$ cat src/rtl/rtc_pkg.sv
package rtc_pkg;
  localparam int FIELD_COUNT = 6;

  typedef logic [7:0] bcdByte_t;
  typedef bcdByte_t [FIELD_COUNT-1:0] calendar_t;

  // field indices (position within calendar_t and address bits [4:2])
  localparam logic [2:0] F_SEC  = 3'd0;
  localparam logic [2:0] F_MIN  = 3'd1;
  localparam logic [2:0] F_HOUR = 3'd2;
  localparam logic [2:0] F_DAY  = 3'd3;
  localparam logic [2:0] F_MON  = 3'd4;
  localparam logic [2:0] F_YEAR = 3'd5;

  localparam logic [2:0] BANK_TIME  = 3'b000;
  localparam logic [2:0] BANK_ALARM = 3'b001;

  localparam logic [7:0] ADDR_CTRL = 8'h40;
  localparam logic [7:0] ADDR_STAT = 8'h44;
  localparam logic [7:0] ADDR_IEN  = 8'h48;

  localparam int CTRL_RUN   = 0;
  localparam int STAT_BUSY  = 0;
  localparam int STAT_RUN   = 1;
  localparam int STAT_SEC   = 2;
  localparam int STAT_ALARM = 6;
  localparam int IEN_TIMER  = 2;
  localparam int IEN_ALARM  = 3;

  localparam calendar_t TIME_RESET = {8'h00, 8'h01, 8'h01, 8'h00, 8'h00, 8'h00};

  // control -> datapath strobes
  typedef struct packed {
    logic       secStep;
    logic       timeWr;
    logic       alarmWr;
    logic [2:0] fieldSel;
  } rtcStrobe_t;

  function automatic logic fieldAddr(input logic [7:0] a, input logic [2:0] bank);
    return (a[7:5] == bank) && (a[1:0] == 2'b00) && (a[4:2] < 3'd6);
  endfunction
endpackage

$ cat src/rtl/rtc_datapath.sv
module rtc_datapath
  import rtc_pkg::*;
(
  input  logic       clk,
  input  logic       rst_n,
  input  rtcStrobe_t strobes,
  input  logic [7:0] wrData,
  output calendar_t  timeRegs,
  output calendar_t  alarmRegs,
  output logic       alarmEqNext
);
  calendar_t timeR, alarmR, nextT;
  logic      wrapS, wrapM, wrapH, wrapD, wrapMo;
  logic      leapYear;
  bcdByte_t  lastDay;
  logic [1:0] yearMod4;
  logic [FIELD_COUNT-1:0] fieldEq;

  function automatic bcdByte_t bcdInc(input bcdByte_t v);
    if (v[3:0] == 4'd9) return {v[7:4] + 4'd1, 4'd0};
    return {v[7:4], v[3:0] + 4'd1};
  endfunction

  function automatic bcdByte_t stepField(input bcdByte_t v, input bcdByte_t last,
                                         input bcdByte_t first, input logic en);
    if (!en) return v;
    if (v == last) return first;
    return bcdInc(v);
  endfunction

  // year value mod 4 from BCD digits: (10*T + U) mod 4 == (2*T[0] + U) mod 4
  assign yearMod4 = {timeR[F_YEAR][4], 1'b0} + timeR[F_YEAR][1:0];
  assign leapYear = (yearMod4 == 2'b00);

  always_comb begin
    case (timeR[F_MON])
      8'h02:                      lastDay = leapYear ? 8'h29 : 8'h28;
      8'h04, 8'h06, 8'h09, 8'h11: lastDay = 8'h30;
      default:                    lastDay = 8'h31;
    endcase
  end

  assign wrapS  = (timeR[F_SEC] == 8'h59);
  assign wrapM  = wrapS && (timeR[F_MIN] == 8'h59);
  assign wrapH  = wrapM && (timeR[F_HOUR] == 8'h23);
  assign wrapD  = wrapH && (timeR[F_DAY] == lastDay);
  assign wrapMo = wrapD && (timeR[F_MON] == 8'h12);

  always_comb begin
    nextT[F_SEC]  = stepField(timeR[F_SEC],  8'h59, 8'h00, 1'b1);
    nextT[F_MIN]  = stepField(timeR[F_MIN],  8'h59, 8'h00, wrapS);
    nextT[F_HOUR] = stepField(timeR[F_HOUR], 8'h23, 8'h00, wrapM);
    nextT[F_DAY]  = stepField(timeR[F_DAY],  lastDay, 8'h01, wrapH);
    nextT[F_MON]  = stepField(timeR[F_MON],  8'h12, 8'h01, wrapD);
    nextT[F_YEAR] = stepField(timeR[F_YEAR], 8'h99, 8'h00, wrapMo);
  end

  generate
    for (genvar i = 0; i < FIELD_COUNT; i++) begin : g_cmp
      assign fieldEq[i] = (nextT[i] == alarmR[i]);
    end
  endgenerate
  assign alarmEqNext = &fieldEq;

  always_ff @(posedge clk) begin
    if (!rst_n) begin
      timeR  <= TIME_RESET;
      alarmR <= '0;
    end else begin
      if (strobes.timeWr)       timeR[strobes.fieldSel] <= wrData;
      else if (strobes.secStep) timeR <= nextT;
      if (strobes.alarmWr)      alarmR[strobes.fieldSel] <= wrData;
    end
  end

  assign timeRegs  = timeR;
  assign alarmRegs = alarmR;
endmodule

$ cat src/rtl/rtc_ctrl.sv
module rtc_ctrl
  import rtc_pkg::*;
#(
  parameter int DIV_TICKS = 32768
) (
  input  logic       clk,
  input  logic       rst_n,
  input  logic       tickEn,
  input  logic [7:0] addr,
  input  logic       wrEn,
  input  logic [7:0] wrData,
  input  logic       alarmEqNext,
  output rtcStrobe_t strobes,
  output logic       runBit,
  output logic       busyNow,
  output logic       secFlag,
  output logic       alarmFlag,
  output logic       ieAlarm,
  output logic       ieTimer
);
  localparam int DIV_W = (DIV_TICKS > 1) ? $clog2(DIV_TICKS) : 1;
  localparam logic [DIV_W-1:0] DIV_LAST = DIV_W'(DIV_TICKS - 1);

  logic [DIV_W-1:0] divCnt;
  logic timeWr, alarmWr, ctrlWr, statWr, ienWr;
  logic lastTick, secStep;

  assign timeWr  = wrEn && fieldAddr(addr, BANK_TIME);
  assign alarmWr = wrEn && fieldAddr(addr, BANK_ALARM);
  assign ctrlWr  = wrEn && (addr == ADDR_CTRL);
  assign statWr  = wrEn && (addr == ADDR_STAT);
  assign ienWr   = wrEn && (addr == ADDR_IEN);

  assign lastTick = (divCnt == DIV_LAST);
  assign busyNow  = runBit && lastTick;
  assign secStep  = runBit && tickEn && lastTick && !timeWr;

  always_ff @(posedge clk) begin
    if (!rst_n)                divCnt <= '0;
    else if (timeWr)           divCnt <= '0;
    else if (runBit && tickEn) divCnt <= lastTick ? '0 : divCnt + 1'b1;
  end

  always_ff @(posedge clk) begin
    if (!rst_n) begin
      runBit    <= 1'b0;
      ieAlarm   <= 1'b0;
      ieTimer   <= 1'b0;
      secFlag   <= 1'b0;
      alarmFlag <= 1'b0;
    end else begin
      if (ctrlWr) runBit <= wrData[CTRL_RUN];
      if (ienWr) begin
        ieAlarm <= wrData[IEN_ALARM];
        ieTimer <= wrData[IEN_TIMER];
      end
      // set has priority over a same-cycle write-1-to-clear
      secFlag   <= secStep || (secFlag && !(statWr && wrData[STAT_SEC]));
      alarmFlag <= (secStep && alarmEqNext) ||
                   (alarmFlag && !(statWr && wrData[STAT_ALARM]));
    end
  end

  assign strobes.secStep  = secStep;
  assign strobes.timeWr   = timeWr;
  assign strobes.alarmWr  = alarmWr;
  assign strobes.fieldSel = addr[4:2];
endmodule

$ cat src/rtl/rtc_bcd_core.sv
module rtc_bcd_core
  import rtc_pkg::*;
#(
  parameter int DIV_TICKS = 32768
) (
  input  logic       clk,
  input  logic       rst_n,
  input  logic       tickEn,
  input  logic [7:0] addr,
  input  logic       wrEn,
  input  logic [7:0] wrData,
  output logic [7:0] rdData,
  output logic       alarmIrq,
  output logic       timerIrq
);
  rtcStrobe_t strobes;
  calendar_t  timeRegs, alarmRegs;
  logic alarmEqNext, runBit, busyNow, secFlag, alarmFlag, ieAlarm, ieTimer;

  rtc_ctrl #(.DIV_TICKS(DIV_TICKS)) u_ctrl (
    .clk(clk), .rst_n(rst_n), .tickEn(tickEn), .addr(addr), .wrEn(wrEn),
    .wrData(wrData), .alarmEqNext(alarmEqNext), .strobes(strobes),
    .runBit(runBit), .busyNow(busyNow), .secFlag(secFlag),
    .alarmFlag(alarmFlag), .ieAlarm(ieAlarm), .ieTimer(ieTimer)
  );

  rtc_datapath u_dp (
    .clk(clk), .rst_n(rst_n), .strobes(strobes), .wrData(wrData),
    .timeRegs(timeRegs), .alarmRegs(alarmRegs), .alarmEqNext(alarmEqNext)
  );

  always_comb begin
    rdData = 8'h00;
    if (fieldAddr(addr, BANK_TIME))       rdData = timeRegs[addr[4:2]];
    else if (fieldAddr(addr, BANK_ALARM)) rdData = alarmRegs[addr[4:2]];
    else if (addr == ADDR_CTRL)           rdData[CTRL_RUN] = runBit;
    else if (addr == ADDR_STAT) begin
      rdData[STAT_BUSY]  = busyNow;
      rdData[STAT_RUN]   = runBit;
      rdData[STAT_SEC]   = secFlag;
      rdData[STAT_ALARM] = alarmFlag;
    end else if (addr == ADDR_IEN) begin
      rdData[IEN_ALARM] = ieAlarm;
      rdData[IEN_TIMER] = ieTimer;
    end
  end

  assign alarmIrq = alarmFlag && ieAlarm;
  assign timerIrq = secFlag && ieTimer;
endmodule

$ cat config.mk
export PLATFORM = sky130hd
export DESIGN_NAME = rtc_bcd_core
export DESIGN_NICKNAME = d
export VERILOG_FILES = /design/src/rtl/rtc_pkg.sv /design/src/rtl/rtc_datapath.sv /design/src/rtl/rtc_ctrl.sv /design/src/rtl/rtc_bcd_core.sv
export SDC_FILE = /design/constraint.sdc
export NUM_CORES = 1
export LEC_CHECK = 0
export ABC_AREA = 1
export BUFFER_PORTS_ARGS = -buffer_cell sky130_fd_sc_hd__buf_2
export CAP_MARGIN = 20
export CORE_AREA = 5 5 175 177
export CTS_CLUSTER_DIAMETER = 30
export DETAILED_ROUTE_END_ITERATION = 7
export DIE_AREA = 0 0 180 182
export PLACE_DENSITY_LB_ADDON = 0.15
export SYNTH_ARGS = -nofsm -noshare
export SYNTH_HDL_FRONTEND = slang
export SYNTH_HIERARCHICAL = 1
export SYNTH_SLANG_ARGS = --single-unit
$ cat constraint.sdc
create_clock -name clk -period 2.8 [get_ports clk]
set_clock_uncertainty 0.05 [all_clocks]
set_input_delay 0.28 -clock clk [delete_from_list [all_inputs] [get_ports clk]]
set_output_delay 0.28 -clock clk [all_outputs]
set_load 0.02 [all_outputs]
; ---- After elaboration in Yosys (flattened, before gate mapping)
; Cells that the tools add are included.
[op_classes]
addsub = 14
magnitude_cmp = 3
eq_ne = 28
mux = 88
n_bitwise = 1
reduce_logical = 37
[ops]
columns = cell, count
row1 = 8-bit 2-to-1 mux, 38
row2 = 48-bit bitwise mux, 2
row3 = 48-bit 2-to-1 mux, 2
row4 = 8-bit == test, 7
row5 = 4-bit by 1-bit adder with 4-bit output (second input constant), 12
row6 = 8-bit binary-select mux with 3-bit select, 2
row7 = 8-bit by 7-bit == test with 1-bit output (second input constant), 5
row8 = 1-bit 2-to-1 mux, 36
row9 = 1-bit logical AND, 25
row10 = 8-bit demux with 3-bit select, 1
row11 = 4-bit == test (second input constant), 6
row12 = 8-bit by 3-bit == test with 1-bit output (second input constant), 2
row13 = 8-bit by 5-bit == test with 1-bit output (second input constant), 2
row14 = 8-bit one-hot mux with 2 select lines, 1
row15 = 15-bit by 1-bit adder with 15-bit output (second input constant), 1
row16 = 15-bit == test (second input constant), 1
row17 = 15-bit 2-to-1 mux, 1
row18 = 8-bit by 2-bit == test with 1-bit output (second input constant), 1
row19 = 8-bit by 4-bit == test with 1-bit output (second input constant), 1
row20 = 8-bit by 6-bit == test with 1-bit output (second input constant), 1
row21 = 8-bit == test (second input constant), 1
row22 = 2-bit 2-to-1 mux, 3
row23 = 6-bit AND reduction, 1
row24 = 2-bit logical NOT, 2
row25 = 14 further kinds, 17
[totals]
regBits = 116
in_bits = 20
out_inout_bits = 10
word_cells = 189

; ---- Depth between registers and ports, before layout
[depth]
word_depth = 17
depth_mapped = 22
mapped_depth_nobuf = 22

; ---- Modules after synthesis
; The synthesis kept the hierarchy.
[modules_own_cells]
columns = module, instances, cells_per_inst, area_per_inst_um2, seq_area_each_um2
row1 = rtc_datapath, 1, 1074, 6626.4, 1921.8
row2 = rtc_bcd_core, 1, 274, 1209.9, 0.0
row3 = rtc_ctrl, 1, 181, 1204.9, 400.4

; ---- Worst setup path before layout
; OpenSTA, ideal clock, no wires.
[synth_path]
path_type = flip-flop to flip-flop
startpoint = register u_dp.timeR (netlist bit u_dp/timeRegs[8])
endpoint = register u_ctrl.alarmFlag
setup_time_ns = 0.070
arrival_time_ns = 2.257
t_required_ns = 2.680
slack_ns = 0.424
path_stages_with_launch = 21
n_path_buf = 1
synth_period_minus_slack_ns = 2.376
path_cell_list = dfxtp_1 > ha_1 > nand3_2 > nor2_4 > nand2_4 > nor2_4 > buf_6 > nand2_4 > nor2_2 > nand3_1 > nand2_1 > nand2_1 > nand2_1 > nand2_1 > nor2_1 > nand3_1 > nor2_1 > nand3_1 > nor2_1 > nand4_1 > a21oi_1
[synth_via]
elab_chain_cells = 11
elab_cells_between_ends = 29
classes_between = 1 x add/sub / 7 x eq/ne / 14 x mux / 7 x reduce/logical
[synth_rtl]
columns = item, line_no
row1 = start: declaration, rtc_datapath.sv:12  ; calendar_t timeR, alarmR, nextT;
row2 = start signal: indexed assignment, rtc_datapath.sv:70  ; if (strobes.timeWr) timeR[strobes.fieldSel] <= wrData;
row3 = start signal: assignment, rtc_datapath.sv:71  ; else if (strobes.secStep) timeR <= nextT;
row4 = 4-bit == test, rtc_datapath.sv:20  ; if (v[3:0] == 4'd9) return {v[7:4] + 4'd1, 4'd0};
row5 = 1-bit 2-to-1 mux, rtc_datapath.sv:20
row6 = 1-bit 2-to-1 mux, rtc_datapath.sv:28  ; return bcdInc(v);
row7 = 1-bit 2-to-1 mux, rtc_datapath.sv:27  ; if (v == last) return first;
row8 = 8-bit 2-to-1 mux, rtc_datapath.sv:21  ; return {v[7:4], v[3:0] + 4'd1};
row9 = 8-bit 2-to-1 mux, rtc_datapath.sv:28
row10 = 8-bit 2-to-1 mux, rtc_datapath.sv:27
row11 = 8-bit == test, rtc_datapath.sv:60  ; assign fieldEq[i] = (nextT[i] == alarmR[i]);
row12 = 6-bit AND reduction *, rtc_datapath.sv:63  ; assign alarmEqNext = &fieldEq;
row13 = named net alarmEqNext, rtc_bcd_core.sv:18  ; logic alarmEqNext, runBit, busyNow, secFlag, alarmFlag, ieAlarm, ieTimer;
row14 = 1-bit logical AND *, rtc_ctrl.sv:59  ; alarmFlag <= (secStep && alarmEqNext) ||
row15 = 1-bit logical OR *, rtc_ctrl.sv:59
row16 = end signal: assignment, rtc_ctrl.sv:59
row17 = end: declaration, rtc_ctrl.sv:17  ; output logic alarmFlag,
; Mark *: on every way through the listed nets, which the timed path passes. The rest lies on a longest branch. The select of a mux whose other input is x is not followed.
; A chain may end at the register's enable or synchronous reset.

; ---- Worst setup path after layout
[layout_path]
startpoint = register u_dp.timeR (netlist bit u_dp/timeRegs[1])
endpoint = register u_ctrl.alarmFlag
[layout_via]
elab_chain_cells = 10
elab_cells_between_ends = 26
classes_between = 1 x add/sub / 8 x eq/ne / 10 x mux / 7 x reduce/logical
[layout_rtl]
columns = item, line_no
row1 = "parallel branches: the longest is 7 deep, another holds 4-bit by 1-bit adder with 4-bit output", n/a
row2 = 6-bit AND reduction *, rtc_datapath.sv:63
row3 = named net alarmEqNext, rtc_bcd_core.sv:18
row4 = 1-bit logical AND *, rtc_ctrl.sv:59
row5 = 1-bit logical OR *, rtc_ctrl.sv:59
; Mark *: on every way through the listed nets, which the timed path passes. The select of a mux whose other input is x is not followed.

==> run_results.csv <==
group,metric,value,unit
logic_synthesis,ys_seq_area_share,25.7,%
clocking,cts_max_path_buffers,2,
logic_synthesis,async_flop_share,0,%
route,drcViolationCount,0,
route,vias_per_cell,5.07,
floorplanning,coreArea,0.0291,mm²
route,wl,35800,µm
worst_hold_path,hp-class,"in -> reg",
logic_synthesis,ys_seq_elements,116,
route,wl_met2,15800,µm
critical_path,path_max_fanout,4,
cells_and_area,nets,1682,
clocking,hold_buffers,0,
run_status,status,"finished clean",
global_routing,grt_usage,21.4,%
logic_synthesis,synth_edf_count,0,
sta,finalSetupTns,0,ns
logic_synthesis,dominantRegCellSynth,"dfxtp_1",
route,ant_nets,0,
route,dr.pass1.iters,5,
critical_path,path_cells,"inv_2 -> ha_4 -> nand3_4 -> nor2_4 -> nand2_4 -> nor2_4 -> buf_6 -> nand2_4 -> nor2_4 -> nand4_1 -> nand3_1 -> nand2_1 -> nor2_1 -> nand3_2 -> nor2_4 -> nand3_2 -> nor2_4 -> nand4_1 -> a21oi_1",
global_routing,grt_max_degree,43,
critical_path,slowest_stage,"dfxtp_2",
pwr,leakage,4.92,nW
logic_synthesis,synth_top_area_cell,"dfxtp_1",
logic_synthesis,ys_warn_count,6,
cells_and_area,synthToLayoutAreaGrowth,23.6,%
global_routing,grt_pass1_wl,55500,µm
logic_synthesis,syn_inst,1529,
clocking,cts_tree,"yes",
sta,report.final.slew_viol_count,0,
floorplanning,start_util,31.1,%
critical_path,critPathKind,"reg -> reg",
placed_design,port_buffers,29,
critical_path,end_kind,"flip-flop",
cells_and_area,final_common_cell,"nand2_1",
critical_path,path_common_cell,"nor2_4",
clocking,root_buffer,"clkbuf_16",
route,routed-wl-met3,2530,µm
critical_path,critPathLaunchType,"flip-flop",
global_routing,overflow,0,
floorplanning,die_h,182,µm
route,drtIter0Drc,1036,
logic_synthesis,synth_area_leaders,"dfxtp_1 26%, nand2_1 19%, nand3_1 11%",
clocking,insertion_delay,0.43,ns
pwr,powerDensity,384,mW/mm²
clocking,clock-sinks,116,
clocking,htree_levels,4,
sta,layout_min_cycle_time,2.77,ns
global_routing,first_global_vias,9744,
route,highest_layer,"met5",
logic_synthesis,synth_top_area_share,25.7,%
cells_and_area,post-route-util,38.4,%
logic_synthesis,ys_types,45,
logic_synthesis,synth_area_per_cell,5.91,µm²
sta,worst_pin_slew,0.675,ns
placed_design,globalplace.congestion,0.915,
critical_path,cp_num_buf_inv,2,
route,wl_per_cell,17.5,µm
flow_run,cap_violations,0,
sta,rsz0062_at_grt,"true",
sta,max_freq,361,MHz
sta,relSlewSlack,54.9,%
pwr,p_total,0.00429,W
critical_path,critPathMaxStageDelay,0.33,ns
floorplanning,ios,30,
sta,fin_crit_sh,98.9,%
logic_synthesis,netlist_area,0.00904,mm²
cells_and_area,n_antenna_cell,0,
pwr,irDropWorstVdd,0.394,mV
critical_path,worstPathArrival,3.07,ns
route,vias,10400,
sta,setup_viol,0,
cells_and_area,layout_common_cells,"440 x nand2_1, 213 x inv_1, 183 x nand3_1, 109 x buf_4, 109 x dfxtp_1",
critical_path,cp_top_family,"simple AND/OR/NAND/NOR gates",
floorplanning,die_area,0.0328,mm²
floorplanning,rows,63,
logic_synthesis,syn_nets,1572,
clocking,clk_pin_slew,0.07,ns
sta,hold_viol_final,0,
cells_and_area,drive_gt1_share,17.7,%
global_routing,grt_antenna_before_repair,1,
placed_design,dp_hpwl,26900,µm
floorplanning,die_x,180,µm
clocking,cts_buffers,17,
route,wl_met1,16200,µm
critical_path,critPathRequiredTime,3.11,ns
[cell usage after synthesis (all sizes together) (3+ instances only)]
library cell  count
nand2           460
inv             231
nand3           197
nor2            126
dfxtp           116
o21ai           105
a21oi            80
a31oi            41
nand4            41
buf              35
clkbuf           24
ha               23
xor2             13
nor3              7
clkinv            4
o211ai            4
a211oi            3
nand3b            3
[cell families (layout without fill, tap and decap cells)]
family | after synthesis | in the layout | synth area share, %
compound gates | 241 | 241 | 14.4
xor+xnor | 15 | 15 | 1.45
fa+ha+maj | 23 | 23 | 3.18
buf+inv | 294 | 417 | 13.5
flops | 116 | 116 | 25.7
simple gates | 840 | 840 | 41.9
[state kept, by name, indices dropped and copies added, names as in the netlist]
name,flops
u_ctrl/runBit,1
u_dp/alarmRegs,48
u_ctrl/ieAlarm,1
u_ctrl/divCnt,15
u_ctrl/alarmFlag,1
u_ctrl/secFlag,1
u_dp/timeRegs,48
u_ctrl/ieTimer,1
[report_power, final]
| part | switching [W] | internal [W] | total, W |
|---|---|---|---|
| registers | 0.00000270 | 0.00165 | 0.00166 |
| logic | 0.000221 | 0.0000680 | 0.000289 |
| clock network | 0.000929 | 0.00142 | 0.00235 |
| total | 0.00115 | 0.00314 | 0.00429 |
[per-stage QoR]
step	instance area (µm²)	std cells	setup slack (ns)	hold slack (ns)
global route	11200	2042	-0.122	0.208
global placement	10200	1994	-0.253	0.414
finish	11200	2042	0.0314	0.175
CTS	11100	2041	-0.00157	0.160
detailed placement	10200	1994	-0.298	0.414
floorplan	9040	1529	0.424	0.368
[worst reg2reg max path: stages, from the launching register on]
cell	delay, ns
dfxtp_2	0.33
inv_2	0.06
ha_4	0.14
nand3_4	0.09
nor2_4	0.22
nand2_4	0.08
nor2_4	0.22
buf_6	0.16
nand2_4	0.07
nor2_4	0.12
nand4_1	0.12
nand3_1	0.11
nand2_1	0.06
nor2_1	0.13
nand3_2	0.14
nor2_4	0.12
nand3_2	0.11
nor2_4	0.13
nand4_1	0.10
a21oi_1	0.14
[final cells by class]
class,instances,area (µm²)
Fill cell,3220,17900
Multi-Input combinational cell,1119,5730
Sequential cell,116,2330
Timing Repair Buffer,150,1120
Inverter,235,882
Tap cell,390,488
Clock buffer,17,425
Clock inverter,15,193
[final timing paths]
| check | start | to | slack (ns) | cells past startpoint |
|---|---|---|---|---|
| setup reg to reg | u_dp/timeRegs[1]$_SDFFE_PN0P_ | u_ctrl/alarmFlag$_SDFF_PN0_ | 0.03 | 19 |
| hold reg to reg | u_ctrl/ieAlarm$_SDFFE_PN0P_ | u_ctrl/ieAlarm$_SDFFE_PN0P_ | 0.42 | 2 |
| setup / recovery | u_dp/timeRegs[1]$_SDFFE_PN0P_ | u_ctrl/alarmFlag$_SDFF_PN0_ | 0.03 | 19 |
| hold / removal | tickEn | u_ctrl/divCnt[1]$_SDFFE_PP0N_ | 0.17 | 4 |
[metal layers]
metal | vias to the layer above | GRT usage [%]
met2 | 346 | 33.6
met1 | 4758 | 28.8
met5 | - | 0
li1 | 5175 | -
met3 | 73 | 4.47
met4 | 2 | 8.56
[timing repair]
item	4_1_cts	5_1_grt
buffers inserted	16	1
setup endpoints to repair	1	5
gates resized for setup	57	23
gates cloned	0	0
pin swaps	25	15
(Power assumes the default switching activity.)
